`src/rtl/i2cmb_pkg.sv`:
```
package i2cmb_pkg;

  // host register offsets
  localparam logic [1:0] REG_STATUS = 2'd0;
  localparam logic [1:0] REG_EXT    = 2'd1;
  localparam logic [1:0] REG_CMD    = 2'd2;
  localparam logic [1:0] REG_RDEXT  = 2'd3;

  // status and command bit positions
  localparam int BUSY_BIT  = 12;
  localparam int ERR_BIT   = 13;
  localparam int READY_BIT = 14;
  localparam int WRSEL_BIT = 10;

  typedef enum logic [2:0] {
    ST_IDLE,
    ST_START,
    ST_BYTE,
    ST_RSTART,
    ST_STOP
  } seqState_t;

  typedef enum logic [1:0] {
    LD_ADDRW,
    LD_ADDRR,
    LD_REG,
    LD_DATA
  } loadSel_t;

  // strobes from the sequencer to the datapath
  typedef struct packed {
    logic     busy;
    logic     loadShift;
    loadSel_t loadSel;
    logic     sample;
    logic     captureRd;
    logic     setErr;
    logic     setReady;
    logic     sclLow;
    logic     sdaLoad;
    logic     sdaLow;
    logic     dataBit;
  } ctrlStrb_t;

endpackage

```
`src/rtl/i2cmb_datapath.sv`:
```
module i2cmb_datapath
  import i2cmb_pkg::*;
#(
  parameter int CLK_DIV     = 8,
  parameter int SYNC_STAGES = 2,
  parameter int REG_W       = 16
) (
  input  logic             clk,
  input  logic             rstN,
  input  logic             regWrEn,
  input  logic [1:0]       regAddr,
  input  logic [REG_W-1:0] regWrData,
  output logic [REG_W-1:0] regRdData,
  input  logic             sdaIn,
  input  ctrlStrb_t        strb,
  output logic             cmdGo,
  output logic             xferWrite,
  output logic             tick,
  output logic             shiftMsb,
  output logic             sdaBit,
  output logic             errQ,
  output logic             readyQ,
  output logic             sclOe,
  output logic             sdaOe
);

  localparam int BYTE_W = 8;
  localparam int ADDR_W = 7;
  localparam int DIV_W  = (CLK_DIV > 1) ? $clog2(CLK_DIV) : 1;
  localparam logic [DIV_W-1:0] DIV_LAST = DIV_W'(CLK_DIV - 1);

  logic [REG_W-1:0]       extQ;
  logic [REG_W-1:0]       cmdQ;
  logic [BYTE_W-1:0]      snapReg;
  logic [BYTE_W-1:0]      snapData;
  logic [ADDR_W-1:0]      slaveQ;
  logic                   writeQ;
  logic [BYTE_W-1:0]      shiftQ;
  logic [BYTE_W-1:0]      rdDataQ;
  logic [DIV_W-1:0]       divCnt;
  logic [SYNC_STAGES-1:0] sdaPipe;
  logic                   sclOeQ;
  logic                   sdaOeQ;

  wire statusWr = regWrEn && (regAddr == REG_STATUS);
  wire extWr    = regWrEn && (regAddr == REG_EXT);

  assign cmdGo = regWrEn && (regAddr == REG_CMD) &&
                 (regWrData[15:14] == 2'b11) && !strb.busy;

  // quarter-bit timebase, realigned on every launch
  always_ff @(posedge clk or negedge rstN) begin
    if (!rstN) begin
      divCnt <= '0;
    end else if (cmdGo || divCnt == DIV_LAST) begin
      divCnt <= '0;
    end else begin
      divCnt <= divCnt + 1'b1;
    end
  end
  assign tick = strb.busy && (divCnt == DIV_LAST);

  // input synchronizer for the sensed data line
  generate
    if (SYNC_STAGES == 1) begin : g_sync1
      always_ff @(posedge clk or negedge rstN) begin
        if (!rstN) sdaPipe <= '1;
        else       sdaPipe <= sdaIn;
      end
    end else begin : g_syncN
      always_ff @(posedge clk or negedge rstN) begin
        if (!rstN) sdaPipe <= '1;
        else       sdaPipe <= {sdaPipe[SYNC_STAGES-2:0], sdaIn};
      end
    end
  endgenerate
  assign sdaBit = sdaPipe[SYNC_STAGES-1];

  // host-visible registers and transfer snapshot
  always_ff @(posedge clk or negedge rstN) begin
    if (!rstN) begin
      extQ     <= '0;
      cmdQ     <= '0;
      snapReg  <= '0;
      snapData <= '0;
      slaveQ   <= '0;
      writeQ   <= 1'b0;
    end else begin
      if (extWr) extQ <= regWrData;
      if (cmdGo) begin
        cmdQ     <= regWrData;
        snapReg  <= extQ[BYTE_W-1:0];
        snapData <= extQ[2*BYTE_W-1:BYTE_W];
        slaveQ   <= regWrData[ADDR_W:1];
        writeQ   <= regWrData[WRSEL_BIT];
      end
    end
  end
  assign xferWrite = writeQ;

  // shift register and received byte
  always_ff @(posedge clk or negedge rstN) begin
    if (!rstN) begin
      shiftQ  <= '0;
      rdDataQ <= '0;
    end else begin
      if (strb.loadShift) begin
        unique case (strb.loadSel)
          LD_ADDRW: shiftQ <= {slaveQ, 1'b0};
          LD_ADDRR: shiftQ <= {slaveQ, 1'b1};
          LD_REG:   shiftQ <= snapReg;
          default:  shiftQ <= snapData;
        endcase
      end else if (strb.sample) begin
        shiftQ <= {shiftQ[BYTE_W-2:0], sdaBit};
      end
      if (strb.captureRd) rdDataQ <= shiftQ;
    end
  end
  assign shiftMsb = shiftQ[BYTE_W-1];

  // sticky flags, set wins over a same-cycle clear
  always_ff @(posedge clk or negedge rstN) begin
    if (!rstN) begin
      errQ   <= 1'b0;
      readyQ <= 1'b0;
    end else begin
      if (strb.setErr)                           errQ <= 1'b1;
      else if (statusWr && regWrData[ERR_BIT])   errQ <= 1'b0;
      if (strb.setReady)                         readyQ <= 1'b1;
      else if (statusWr && regWrData[READY_BIT]) readyQ <= 1'b0;
    end
  end

  // open-drain line drivers
  always_ff @(posedge clk or negedge rstN) begin
    if (!rstN) begin
      sclOeQ <= 1'b0;
      sdaOeQ <= 1'b0;
    end else begin
      sclOeQ <= strb.sclLow;
      if (strb.sdaLoad) sdaOeQ <= strb.sdaLow;
    end
  end
  assign sclOe = sclOeQ;
  assign sdaOe = sdaOeQ;

  always_comb begin
    regRdData = '0;
    unique case (regAddr)
      REG_STATUS: begin
        regRdData[BUSY_BIT]  = strb.busy;
        regRdData[ERR_BIT]   = errQ;
        regRdData[READY_BIT] = readyQ;
      end
      REG_EXT:   regRdData = extQ;
      REG_CMD:   regRdData = cmdQ;
      default:   regRdData[BYTE_W-1:0] = rdDataQ;
    endcase
  end

endmodule

```
`src/rtl/i2cmb_control.sv`:
```
module i2cmb_control
  import i2cmb_pkg::*;
(
  input  logic      clk,
  input  logic      rstN,
  input  logic      cmdGo,
  input  logic      xferWrite,
  input  logic      tick,
  input  logic      shiftMsb,
  input  logic      sdaBit,
  output ctrlStrb_t strb
);

  localparam logic [3:0] ACK_SLOT  = 4'd8;
  localparam logic [2:0] IDX_ADDRW = 3'd0;
  localparam logic [2:0] IDX_REG   = 3'd1;
  localparam logic [2:0] IDX_DATA  = 3'd2;
  localparam logic [2:0] IDX_ADDRR = 3'd3;
  localparam logic [2:0] IDX_RX    = 3'd4;

  seqState_t  state;
  logic [1:0] phase;
  logic [3:0] bitCnt;
  logic [2:0] byteIdx;
  logic       nackQ;
  logic       abortQ;

  wire slotEnd = tick && (phase == 2'd3);
  wire isRx    = (byteIdx == IDX_RX);
  wire byteEnd = (state == ST_BYTE) && slotEnd && (bitCnt == ACK_SLOT);

  always_ff @(posedge clk or negedge rstN) begin
    if (!rstN) begin
      state   <= ST_IDLE;
      phase   <= '0;
      bitCnt  <= '0;
      byteIdx <= IDX_ADDRW;
      nackQ   <= 1'b0;
      abortQ  <= 1'b0;
    end else begin
      if (tick) phase <= phase + 1'b1;
      unique case (state)
        ST_IDLE: begin
          if (cmdGo) begin
            state  <= ST_START;
            phase  <= '0;
            nackQ  <= 1'b0;
            abortQ <= 1'b0;
          end
        end
        ST_START: begin
          if (slotEnd) begin
            state   <= ST_BYTE;
            byteIdx <= IDX_ADDRW;
            bitCnt  <= '0;
          end
        end
        ST_BYTE: begin
          if (tick && phase == 2'd2 && bitCnt == ACK_SLOT && !isRx)
            nackQ <= sdaBit;
          if (slotEnd) begin
            if (bitCnt != ACK_SLOT) begin
              bitCnt <= bitCnt + 1'b1;
            end else begin
              bitCnt <= '0;
              if (nackQ) begin
                state  <= ST_STOP;
                abortQ <= 1'b1;
              end else begin
                unique case (byteIdx)
                  IDX_ADDRW: byteIdx <= IDX_REG;
                  IDX_REG: begin
                    if (xferWrite) byteIdx <= IDX_DATA;
                    else           state   <= ST_RSTART;
                  end
                  IDX_ADDRR: byteIdx <= IDX_RX;
                  default:   state   <= ST_STOP;
                endcase
              end
            end
          end
        end
        ST_RSTART: begin
          if (slotEnd) begin
            state   <= ST_BYTE;
            byteIdx <= IDX_ADDRR;
            bitCnt  <= '0;
          end
        end
        ST_STOP: begin
          if (slotEnd) state <= ST_IDLE;
        end
        default: state <= ST_IDLE;
      endcase
    end
  end

  always_comb begin
    strb         = '0;
    strb.busy    = (state != ST_IDLE);
    strb.loadSel = LD_ADDRW;
    strb.sample  = (state == ST_BYTE) && tick && (phase == 2'd2) && (bitCnt != ACK_SLOT);
    strb.captureRd = byteEnd && isRx;
    strb.setErr    = byteEnd && nackQ;
    strb.setReady  = (state == ST_STOP) && slotEnd && !abortQ && !xferWrite;
    strb.dataBit   = (state == ST_BYTE);

    unique case (state)
      ST_START: begin
        strb.loadShift = slotEnd;
        strb.loadSel   = LD_ADDRW;
        strb.sdaLoad   = 1'b1;
        strb.sdaLow    = (phase != 2'd0);
        strb.sclLow    = (phase == 2'd3);
      end
      ST_RSTART: begin
        strb.loadShift = slotEnd;
        strb.loadSel   = LD_ADDRR;
        strb.sclLow    = (phase == 2'd0) || (phase == 2'd3);
        strb.sdaLoad   = (phase != 2'd0);
        strb.sdaLow    = (phase >= 2'd2);
      end
      ST_BYTE: begin
        strb.loadShift = byteEnd && !nackQ &&
                         (byteIdx == IDX_ADDRW || (byteIdx == IDX_REG && xferWrite));
        strb.loadSel   = (byteIdx == IDX_ADDRW) ? LD_REG : LD_DATA;
        strb.sclLow    = (phase < 2'd2);
        strb.sdaLoad   = (phase == 2'd1);
        strb.sdaLow    = (bitCnt != ACK_SLOT) && !isRx && !shiftMsb;
      end
      ST_STOP: begin
        strb.sclLow  = (phase < 2'd2);
        strb.sdaLoad = (phase != 2'd0);
        strb.sdaLow  = (phase != 2'd3);
      end
      default: ;
    endcase
  end

endmodule

```
`src/rtl/i2c_mailbox_master.sv`:
```
module i2c_mailbox_master
  import i2cmb_pkg::*;
#(
  parameter int CLK_DIV     = 8,
  parameter int SYNC_STAGES = 2
) (
  input  logic        clk,
  input  logic        rstN,
  input  logic        regWrEn,
  input  logic [1:0]  regAddr,
  input  logic [15:0] regWrData,
  output logic [15:0] regRdData,
  input  logic        sdaIn,
  output logic        sclOe,
  output logic        sdaOe
);

  ctrlStrb_t strb;
  logic cmdGo;
  logic xferWrite;
  logic tick;
  logic shiftMsb;
  logic sdaBit;
  logic errQ;
  logic readyQ;
  logic busyW;
  logic dataBitW;

  assign busyW    = strb.busy;
  assign dataBitW = strb.dataBit;

  i2cmb_control u_ctrl (
    .clk       (clk),
    .rstN      (rstN),
    .cmdGo     (cmdGo),
    .xferWrite (xferWrite),
    .tick      (tick),
    .shiftMsb  (shiftMsb),
    .sdaBit    (sdaBit),
    .strb      (strb)
  );

  i2cmb_datapath #(
    .CLK_DIV     (CLK_DIV),
    .SYNC_STAGES (SYNC_STAGES),
    .REG_W       (16)
  ) u_dp (
    .clk       (clk),
    .rstN      (rstN),
    .regWrEn   (regWrEn),
    .regAddr   (regAddr),
    .regWrData (regWrData),
    .regRdData (regRdData),
    .sdaIn     (sdaIn),
    .strb      (strb),
    .cmdGo     (cmdGo),
    .xferWrite (xferWrite),
    .tick      (tick),
    .shiftMsb  (shiftMsb),
    .sdaBit    (sdaBit),
    .errQ      (errQ),
    .readyQ    (readyQ),
    .sclOe     (sclOe),
    .sdaOe     (sdaOe)
  );

endmodule

```
`config.mk`:
```
export PLATFORM = sky130hd
export DESIGN_NAME = i2c_mailbox_master
export DESIGN_NICKNAME = d
export VERILOG_FILES = /design/src/rtl/i2cmb_pkg.sv /design/src/rtl/i2cmb_datapath.sv /design/src/rtl/i2cmb_control.sv /design/src/rtl/i2c_mailbox_master.sv
export SDC_FILE = /design/constraint.sdc
export NUM_CORES = 1
export LEC_CHECK = 0
export BUFFER_PORTS_ARGS = -buffer_cell sky130_fd_sc_hd__buf_2
export CELL_PAD_IN_SITES_DETAIL_PLACEMENT = 1
export CELL_PAD_IN_SITES_GLOBAL_PLACEMENT = 1
export CORE_ASPECT_RATIO = 1.25
export CORE_MARGIN = 3
export CORE_UTILIZATION = 40
export CTS_CLUSTER_DIAMETER = 30
export DETAILED_ROUTE_END_ITERATION = 12
export PLACE_DENSITY_LB_ADDON = 0.1
export SYNTH_ARGS = -nofsm -noshare
export SYNTH_HDL_FRONTEND = slang
export SYNTH_SLANG_ARGS = --single-unit
```
`constraint.sdc`:
```
create_clock -name clk -period 2.7 [get_ports clk]
set_input_delay 0.135 -clock clk [delete_from_list [all_inputs] [get_ports clk]]
set_output_delay 0.135 -clock clk [all_outputs]
set_load 0.01 [all_outputs]
```
==> results of run 1 <==
how the worst min path moves through the flow:
| stage | startpoint | endpoint | cells past startpoint |
|---|---|---|---|
| detailed placement | sdaIn | u_dp.sdaPipe[0] | 1 |
| CTS | regWrData[11] | u_dp.cmdQ[11] | 2 |
| global route | regWrData[9] | u_dp.extQ[9] | 2 |
| finish | regWrData[9] | u_dp.extQ[9] | 2 |
| global placement | sdaIn | u_dp.sdaPipe[0] | 1 |
| floorplan | rstN | u_ctrl.abortQ | 0 |
area by class of cell:
| type | count | area (sq um) |
|---|---|---|
| Multi-Input combinational cell | 257 | 2058 |
| Tap cell | 129 | 161.4 |
| Clock inverter | 3 | 42.54 |
| Clock buffer | 13 | 250.2 |
| Sequential cell | 87 | 2180 |
| Fill cell | 1138 | 5296 |
| Timing Repair Buffer | 55 | 347.8 |
| Inverter | 7 | 26.28 |
power groups by stage:
stage	clock (uW)	combinational, uW	sequential (uW)
final	1230	1080	1760
after global routing	1320	1220	1800
after CTS	1270	1100	1770
after detailed placement	0	1100	1790
after global placement	0	1070	1780
after floorplan	0	810	1690
layout by cell type (no fill, tap or decap), drive strengths merged, types with 5 or more instances in the layout:
cell    netlist  layout
a22oi        13      13
mux2i        10      10
nor3          5       5
nand2        29      29
inv           7       7
buf           7      53
nor2         14      14
mux2         73      73
o21ai        28      28
nand3         9       9
a21oi         6       6
clkbuf       14      13
ha           12      12
nor2b         7       7
nor3b         5       5
dfrtp        85      85
through the flow:
step / area (sq um) / hold WS [ns] / total power, uW
final: 5066 / 0.04247 / 4081
after global routing: 5066 / 0.04267 / 4342
after CTS: 5066 / 0.03053 / 4145
after detailed placement: 4753 / 0.2412 / 2885
after global placement: 4753 / 0.2420 / 2842
after floorplan: 4349 / -0.1606 / 2496
routing by layer:
| metal | global-route usage (%) | wire, um | part of all wire (%) |
|---|---|---|---|
| met1 | 22.47 | 4464 | 42 |
| met2 | 33.11 | 5677 | 54 |
| met3 | 1.990 | 212 | 2.0 |
| met5 | 0 | 0 | 0 |
| met4 | 7.857 | 171 | 1.6 |
sequential cells by signal, summed over array words and instances (netlist names):
register,count
u_dp.extQ,16
u_dp.cmdQ,10
u_dp.rdDataQ,8
u_dp.shiftQ,8
u_dp.snapData,8
u_dp.snapReg,8
u_dp.slaveQ,6
u_ctrl.bitCnt,4
u_ctrl.byteIdx,3
u_ctrl.state,3
u_dp.divCnt,3
u_ctrl.phase,2
u_dp.sdaPipe,2
u_ctrl.abortQ,1
u_ctrl.nackQ,1
u_dp.errQ,1
u_dp.readyQ,1
u_dp.sclOe,1
u_dp.sdaOe,1
cell families (layout without fill, tap and decap cells):
logic type | after synthesis | count (layout) | synth area share [%]
flip-flops | 87 | 87 | 50.12
buffers and inverters | 28 | 78 | 2.733
AO/OA/AOI/OAI | 70 | 70 | 11.11
multiplexers | 83 | 83 | 21.20
adder cells (fa/ha/maj) | 12 | 12 | 3.452
AND/OR/NAND/NOR | 92 | 92 | 11.39
worst reg2reg max path: stages, from the launching register on:
cell	delay [ns]
dfrtp_1	0.36
ha_1	0.16
ha_1	0.30
o311ai_0	0.34
nor3_4	0.43
mux2_2	0.39
mux2_2	0.27
==> flow_metrics.tcl, run 1 <==
set metrics [dict create \
    switching_share_pct 31.10 \
    cts-resized-gates 0 \
    wl_per_cell_um 19.10 \
    clock_sinks 87 \
    critical_path_required_ns 2.91 \
    cts-hold-fix-buffers 2 \
    tightestPinTransition_ns 0.8713 \
    irDropWorstVdd_mv 0.3760 \
    ant_nets 0 \
    layoutNonFillerInstCount 551 \
    worstReg2RegStart "u_dp.divCnt[0]" \
    clockRootBuffer "clkbuf_16" \
    power.net_switching_uw 1269 \
    sequential_area_share_after_synthesis_pct 50.12 \
    min_period_ns 2.371 \
    r2r-end "u_dp.shiftQ[4]" \
    synth_enable_flop_cells 0 \
    ys_seq_elements 87 \
    place_congestion 0.7909 \
    leakage_uw 0.002378 \
    endpoint_kind "flop" \
    antenna_violations_before_repair 0 \
    maxSlewViolCount 0 \
    post_drt_via_cell_ratio 5.561 \
    worstRegToRegCells 6 \
    fin_crit_sh_pct 87.81 \
    worst_min_delay_path_class "input port to flop" \
    finish.net_count 451 \
    die-height_um 122.6 \
    antenna_cells_inserted 0 \
    yosys.area.top_type "dfrtp_1" \
    power.clock.fraction_pct 30.2 \
    critical_path.max_stage_delay_ns 0.43 \
    max-cap-violations 0 \
    worst_reg2reg_setup_slack_ns 0.33 \
    slowest_stage "nor3_4" \
    timing.setup.tns_ns 0 \
    first_pass_grt_wire_length_mm 17.37 \
    path_buf_inv 0 \
    synth_cells 372 \
    critical_path_arrival_ns 2.59 \
    start_util_pct 41.97 \
    rows 41 \
    finish.utilization_pct 48.89 \
    clk_pin_slew_worst_paths_ns 0.06 \
    synthToLayoutAreaGrowth_pct 16.48 \
    yosysMostFrequentCell "dfrtp_1" \
    outcome "complete, no violations" \
    detailedPlace.worstSlack_ns 0.2896 \
    gr-usage-all-layers_pct 18.48 \
    clock_path_buffers 2 \
    boundaryPins 40 \
    netlist_top_cells_area "dfrtp_1, mux2_2, ha_1" \
    drc 0 \
    category_of_the_most_critical_setup_path "flop to flop" \
    io_buffer_count 39 \
    drtPass1Iterations 4 \
    synth.lib_cells_used.distinct 49 \
    die_width_um 99.27 \
    clock_latency_ns 0.33 \
    commonest_cells_post_synth "dfrtp_1, mux2_2, nand2_1" \
    number_of_global_route_vias_before_repair 3307 \
    die_area_sq_mm 0.01217 \
    timing.slew.headroom_pct 41.18 \
    finalClockSkew_ns 0.006382 \
    p_int_uw 2812 \
    worst_setup_path_start_kind "flop" \
    syn-num-nets 406 \
    timing.critical_path.to "u_dp.shiftQ[4]" \
    largest_delay_contributor_family_on_the_critical_path "multiplexers" \
    synth_top_cell_area_share_pct 48.91 \
    layout-drive-gt1-share_pct 35.78 \
    avgSynthCellArea_sq_um 11.69 \
    async_flop_share_pct 100.0 \
    tritoncts_clock_tree "yes" \
    wp_depth 6 \
    dr_iter_0_viols 119 \
    power.sequential.fraction_pct 43.2 \
    timing.critical_path.from "u_dp.divCnt[0]" \
    synth-warning-count 0 \
    core_area_sq_mm 0.01036 \
    postCtsSetupBuffers 0 \
    globalRouteOverflowTotal 0 \
    grt_start_max_net_pins 60 \
    hpwlAfterDp_mm 7.326 \
    post-route-worst-setup-slack_ns 0.3291 \
    cts_buffers 9 \
    critical_path_peak_fanout 8 \
    dr_total_vias 3064 \
    combinational_share_of_power_pct 26.5 \
    ctsHtreeMaxLevel 3 \
    post_synth_instance_area_sq_mm 0.004349 \
    critical_path.cell_chain "ha_1 > ha_1 > o311ai_0 > nor3_4 > mux2_2 > mux2_2" \
    fmax_mhz 421.8 \
    drt_wl_total_mm 10.53 \
    setup_repair_after_global_routing_missed_its_margin "no" \
    placed_cells 533 \
    synth_ff_type "dfrtp_1" \
    timing_hold_violations_final 0 \
    setup_viol_count_final 0 \
    power.density_mw_per_mm2 805.5 \
]
No activity file was read; power rests on OpenSTA's default activity.
==> run 2, diff against run 1 <==
Settings changed: HOLD_SLACK_MARGIN set to 0.12.
==> flow_metrics.tcl, run 2 (synthesis gave the netlist of run 1 again) <==
set metrics [dict create \
    outcome "complete, no violations" \
    max_ffs_per_register 16 \
    wp_depth 6 \
    setup_repair_after_global_routing_missed_its_margin "no" \
    largest_delay_contributor_family_on_the_critical_path "multiplexers" \
    layout.cells.most_common_list "dfrtp_1, mux2_2, buf_2" \
    critical_path_peak_fanout 8 \
    first_pass_grt_wire_length_mm 17.56 \
    globalRouteOverflowTotal 0 \
    hpwlAfterDp_mm 7.326 \
    die_area_sq_mm 0.01217 \
    worstReg2RegStart "u_dp.divCnt[0]" \
    critical_path_arrival_ns 2.58 \
    place_congestion 0.7909 \
    largest_registers_in_the_final_layout "u_dp.extQ (16), u_dp.cmdQ (10)" \
    critical_path.cell_chain "ha_1 > ha_1 > o311ai_0 > nor3_4 > mux2_2 > mux2_2" \
    tightestPinTransition_ns 0.8660 \
    min_period_ns 2.366 \
    ff_latch_area_sq_mm 0.002180 \
    max-cap-violations 0 \
    timing_hold_violations_final 0 \
    slowest_stage "nor3_4" \
    cts-hold-fix-buffers 18 \
    r2r-end "u_dp.shiftQ[4]" \
    finish.utilization_pct 50.43 \
    timing.critical_path.from "u_dp.divCnt[0]" \
    largest-register "u_dp.extQ" \
    endpoint_kind "flop" \
    finish.net_count 467 \
    antenna_violations_before_repair 0 \
    power.density_mw_per_mm2 784.3 \
    design_area_sq_mm 0.005226 \
    worst_reg2reg_setup_slack_ns 0.33 \
    gr-usage-all-layers_pct 18.67 \
    drtPass1Iterations 4 \
    die_width_um 99.27 \
    wl_per_cell_um 18.85 \
    layout.cells.most_common "dfrtp_1" \
    multi_input_area_sq_mm 0.002058 \
    timing.critical_path.to "u_dp.shiftQ[4]" \
    cts_buffers 9 \
    clk_pin_slew_worst_paths_ns 0.06 \
    ctsHtreeMaxLevel 3 \
    drt_wl_total_mm 10.69 \
    drc 0 \
    layoutNonFillerInstCount 567 \
    ant_nets 0 \
    final.fill_count 1124 \
    rows 41 \
    tritoncts_clock_tree "yes" \
    leakage_uw 0.002445 \
    setup_viol_count_final 0 \
    start_util_pct 41.97 \
    dr_iter_0_viols 122 \
    path_buf_inv 0 \
    cts-resized-gates 0 \
    clock_sinks 87 \
    maxSlewViolCount 0 \
    finalClockSkew_ns 0.006583 \
    worstRegToRegCells 6 \
    worst_setup_path_start_kind "flop" \
    post_drt_via_cell_ratio 5.520 \
    critical_path_required_ns 2.92 \
    clock_path_buffers 2 \
    timing.hold.worst_path_depth 4 \
    report.power.total_uw 4099 \
    synthToLayoutAreaGrowth_pct 20.17 \
    fin_crit_sh_pct 87.64 \
    grt_start_max_net_pins 60 \
    core_area_sq_mm 0.01036 \
    antenna_cells_inserted 0 \
    fmax_mhz 422.6 \
    worst_min_delay_path_class "input port to flop" \
    io_buffer_count 39 \
    detailed_place.area_sq_mm 0.004753 \
    timing.setup.tns_ns 0 \
    number_of_global_route_vias_before_repair 3394 \
    clock_latency_ns 0.34 \
    boundaryPins 40 \
    die-height_um 122.6 \
    category_of_the_most_critical_setup_path "flop to flop" \
    critical_path.max_stage_delay_ns 0.43 \
    timing.slew.headroom_pct 41.53 \
    placed_cells 533 \
    postCtsSetupBuffers 0 \
    irDropWorstVdd_mv 0.3771 \
    dr_total_vias 3130 \
    layout-drive-gt1-share_pct 34.47 \
    clockRootBuffer "clkbuf_16" \
]
[run 2: metal layers]
metal / GRT usage, % / part of all wire, % / vias up
met5: 0 / 0 / -
met4: 7.857 / 1.6 / 0
met3: 2.047 / 2.2 / 10
met2: 33.57 / 54 / 33
met1: 22.61 / 42 / 1613
li1: - / - / 1474
[run 2: worst min-delay path by stage]
stage / start / endpoint / slack (ns)
final: regWrEn / u_dp.readyQ / 0.16
after global routing: regWrEn / u_dp.errQ / 0.18
after CTS: regWrEn / u_dp.readyQ / 0.15
after detailed placement: sdaIn / u_dp.sdaPipe[0] / 0.24
after global placement: sdaIn / u_dp.sdaPipe[0] / 0.24
after floorplan: rstN / u_ctrl.abortQ / -0.16
[run 2: stage by stage]
stage,setup WS [ns],hold slack (ns)
finish,0.3336,0.1609
global route,0.1736,0.1769
CTS,0.2661,0.1518
detailed placement,0.2896,0.2412
global placement,0.3874,0.2420
floorplan,0.6464,-0.1606
[run 2: where the power goes]
group / total, uW / switching (uW) / internal [uW]
sequential: 1760 / 220 / 1540
combinational: 1100 / 560 / 541
clock: 1230 / 492 / 742
total: 4100 / 1270 / 2830
[run 2: area by class of cell]
type / count / share of cell area (%)
sequential: 87 / 41.70
timing repair buffer: 71 / 9.720
clock inverter: 3 / 0.8140
multi-input combinational: 257 / 39.38
inverter: 7 / 0.5028
clock buffer: 13 / 4.788
tap: 129 / 3.088
[run 2: worst min-delay path, delay by kind of cell]
family | cells | cell delay (ns)
AOI/OAI and AO/OA | 1 | 0.05
buffers and inverters | 1 | 0.13
and+or+nand+nor | 2 | 0.14
==> run 3, diff against run 2 <==
Settings changed: ABC_AREA set to 1.
==> flow_metrics.tcl, run 3 <==
set metrics [dict create \
    yosys.area.top_type "dfrtp_1" \
    post_drt_via_cell_ratio 5.240 \
    maxSlewViolCount 0 \
    max-cap-violations 0 \
    dr_total_vias 4124 \
    gr-usage-all-layers_pct 21.72 \
    setup_repair_after_global_routing_missed_its_margin "no" \
    avgSynthCellArea_sq_um 7.738 \
    largest-register "u_dp.extQ" \
    clock_sinks 87 \
    antenna_violations_before_repair 0 \
    timing.setup.tns_ns 0 \
    layout.cells.most_common_list "nand2_1, dfrtp_1, inv_1" \
    sequential_area_share_after_synthesis_pct 47.66 \
    irDropWorstVdd_mv 0.3700 \
    drtPass1Iterations 4 \
    worst_min_delay_path_class "input port to flop" \
    wl_per_cell_um 16.12 \
    p_int_uw 3151 \
    synth.lib_cells_used.distinct 34 \
    place_congestion 0.8280 \
    die_width_um 101.6 \
    leakage_uw 0.002871 \
    boundaryPins 40 \
    drt_wl_total_mm 12.69 \
    cts-hold-fix-buffers 19 \
    power.clock.fraction_pct 25.9 \
    die-height_um 125.5 \
    layout.cells.most_common "nand2_1" \
    clk_pin_slew_worst_paths_ns 0.06 \
    critical_path_arrival_ns 2.27 \
    number_of_global_route_vias_before_repair 4427 \
    power.density_mw_per_mm2 953.2 \
    netlist_top_cells_area "dfrtp_1, nand2_1, nand3_1" \
    core_area_sq_mm 0.01114 \
    io_buffer_count 39 \
    hpwlAfterDp_mm 9.346 \
    power.sequential.fraction_pct 40.2 \
    critical_path_peak_fanout 15 \
    commonest_cells_post_synth "nand2_1, dfrtp_1, inv_1" \
    fin_crit_sh_pct 75.67 \
    combinational_share_of_power_pct 33.9 \
    fin_hold_ws_ns 0.2381 \
    category_of_the_most_critical_setup_path "flop to flop" \
    ctsHtreeMaxLevel 3 \
    clock_latency_ns 0.34 \
    synthToLayoutAreaGrowth_pct 17.87 \
    synth_top_cell_area_share_pct 46.51 \
    async_flop_share_pct 100.0 \
    layout-drive-gt1-share_pct 13.19 \
    fmax_mhz 489.5 \
    largest_registers_in_the_final_layout "u_dp.extQ (16), u_dp.cmdQ (10)" \
    die_area_sq_mm 0.01276 \
    met1_usage_pct 27.54 \
    cts_buffers 9 \
    synth_ff_type "dfrtp_1" \
    cts-resized-gates 0 \
    outcome "complete, no violations" \
    post_synth_instance_area_sq_mm 0.004573 \
    finish.net_count 682 \
    finalClockSkew_ns 0.007818 \
    critical_path_required_ns 2.92 \
    timing.slew.headroom_pct 49.01 \
    grt_use_met2_pct 37.25 \
    antenna_cells_inserted 0 \
    synth_cells 591 \
    start_util_pct 41.06 \
    ys_seq_elements 87 \
    power.net_switching_uw 1986 \
    finish.utilization_pct 48.40 \
    switching_share_pct 38.66 \
    globalRouteOverflowTotal 0 \
    syn-num-nets 625 \
    grt_start_max_net_pins 57 \
    drc 0 \
    postCtsSetupBuffers 0 \
    synth_enable_flop_cells 0 \
    tightestPinTransition_ns 0.7649 \
    yosysMostFrequentCell "nand2_1" \
    timing_hold_violations_final 0 \
    min_period_ns 2.043 \
    rows 43 \
    first_pass_grt_wire_length_mm 21.90 \
    top_usage_layer "met2" \
    dr_iter_0_viols 111 \
    ant_nets 0 \
    tritoncts_clock_tree "yes" \
    clock_path_buffers 2 \
    final.fill_count 1390 \
    gr-usage-met3_pct 3.683 \
    setup_viol_count_final 0 \
    worst_setup_path_start_kind "flop" \
    clockRootBuffer "clkbuf_16" \
    endpoint_kind "flop" \
    max_ffs_per_register 16 \
    synth-warning-count 0 \
]
run 3: cell types whose count changed in the layout (fill, tap and decap cells not counted), moves of 24 or more:
cell / before / now
o21ai_0: 27 / 51
nor2_1: 13 / 39
mux2_2: 73 / 1
inv_1: 7 / 59
nand2_1: 29 / 196
nand3_1: 9 / 52
run 3: cell families after synthesis:
kind of cell    Yosys count  synth area share, %
simple gates            321                31.22
flops                    87                47.66
buf+inv                  85                7.797
compound gates           83                9.412
fa+ha+maj                12                3.283
xor+xnor                  2               0.3831
mux                       1               0.2462
run 3: power groups by stage:
stage                     sequential (uW)  clock [uW]  combinational [uW]
after CTS                            2070        1360                1770
final                                2070        1330                1740
after detailed placement             2090           0                1720
after floorplan                      1970           0                1290
after global placement               2070           0                1650
after global routing                 2130        1420                2020
run 3: stage by stage:
stage	cells	worst slack, ns	total power, uW	instance area [sq um]
after global routing	787	0.4610	5569	5390
after detailed placement	753	0.6712	3807	4887
after global placement	753	0.8199	3720	4887
after floorplan	591	1.144	3255	4573
final	787	0.6569	5138	5390
after CTS	787	0.6453	5193	5390
run 3: layout make-up:
cell class | instances | area (sq um) | area share (%)
clock buffer | 11 | 242.7 | 4.503
multi-input combinational | 419 | 2037 | 37.79
timing repair buffer | 66 | 447.9 | 8.310
inverter | 65 | 244.0 | 4.526
tap | 135 | 168.9 | 3.134
clock inverter | 4 | 70.07 | 1.300
sequential | 87 | 2180 | 40.44
run 3: worst max-delay path: stages, from the launching register on:
cell,delay (ns)
dfrtp_1,0.42
inv_1,0.11
ha_1,0.15
nand2_1,0.05
nor2_1,0.13
inv_1,0.27
nand2_1,0.18
nand2_1,0.10
nor2_1,0.26
nand2_1,0.11
nand2_1,0.09
nand2_1,0.05
run 3: path summary, 6_finish.rpt:
kind	startpoint	endpoint	slack [ns]	cells after the start
worst max-delay path	u_ctrl.bitCnt[0]	u_ctrl.state[1]	0.66	11
worst min-delay path	regWrEn	u_dp.errQ	0.24	4
worst max register to register	u_ctrl.bitCnt[0]	u_ctrl.state[1]	0.66	11
worst min register to register	u_dp.sdaPipe[0]	u_dp.sdaPipe[1]	0.36	0
max in group asynchronous	rstN	u_dp.snapReg[1]	1.61	3
min in group asynchronous	rstN	u_dp.sdaOe	0.42	2
run 3: metal layers:
metal	part of all wire, %	vias to the layer above	routed length (um)
met5	0	-	0
met4	1.9	0	237
met3	2.8	18	358
met2	51	60	6418
met1	45	2041	5672
li1	-	2005	-
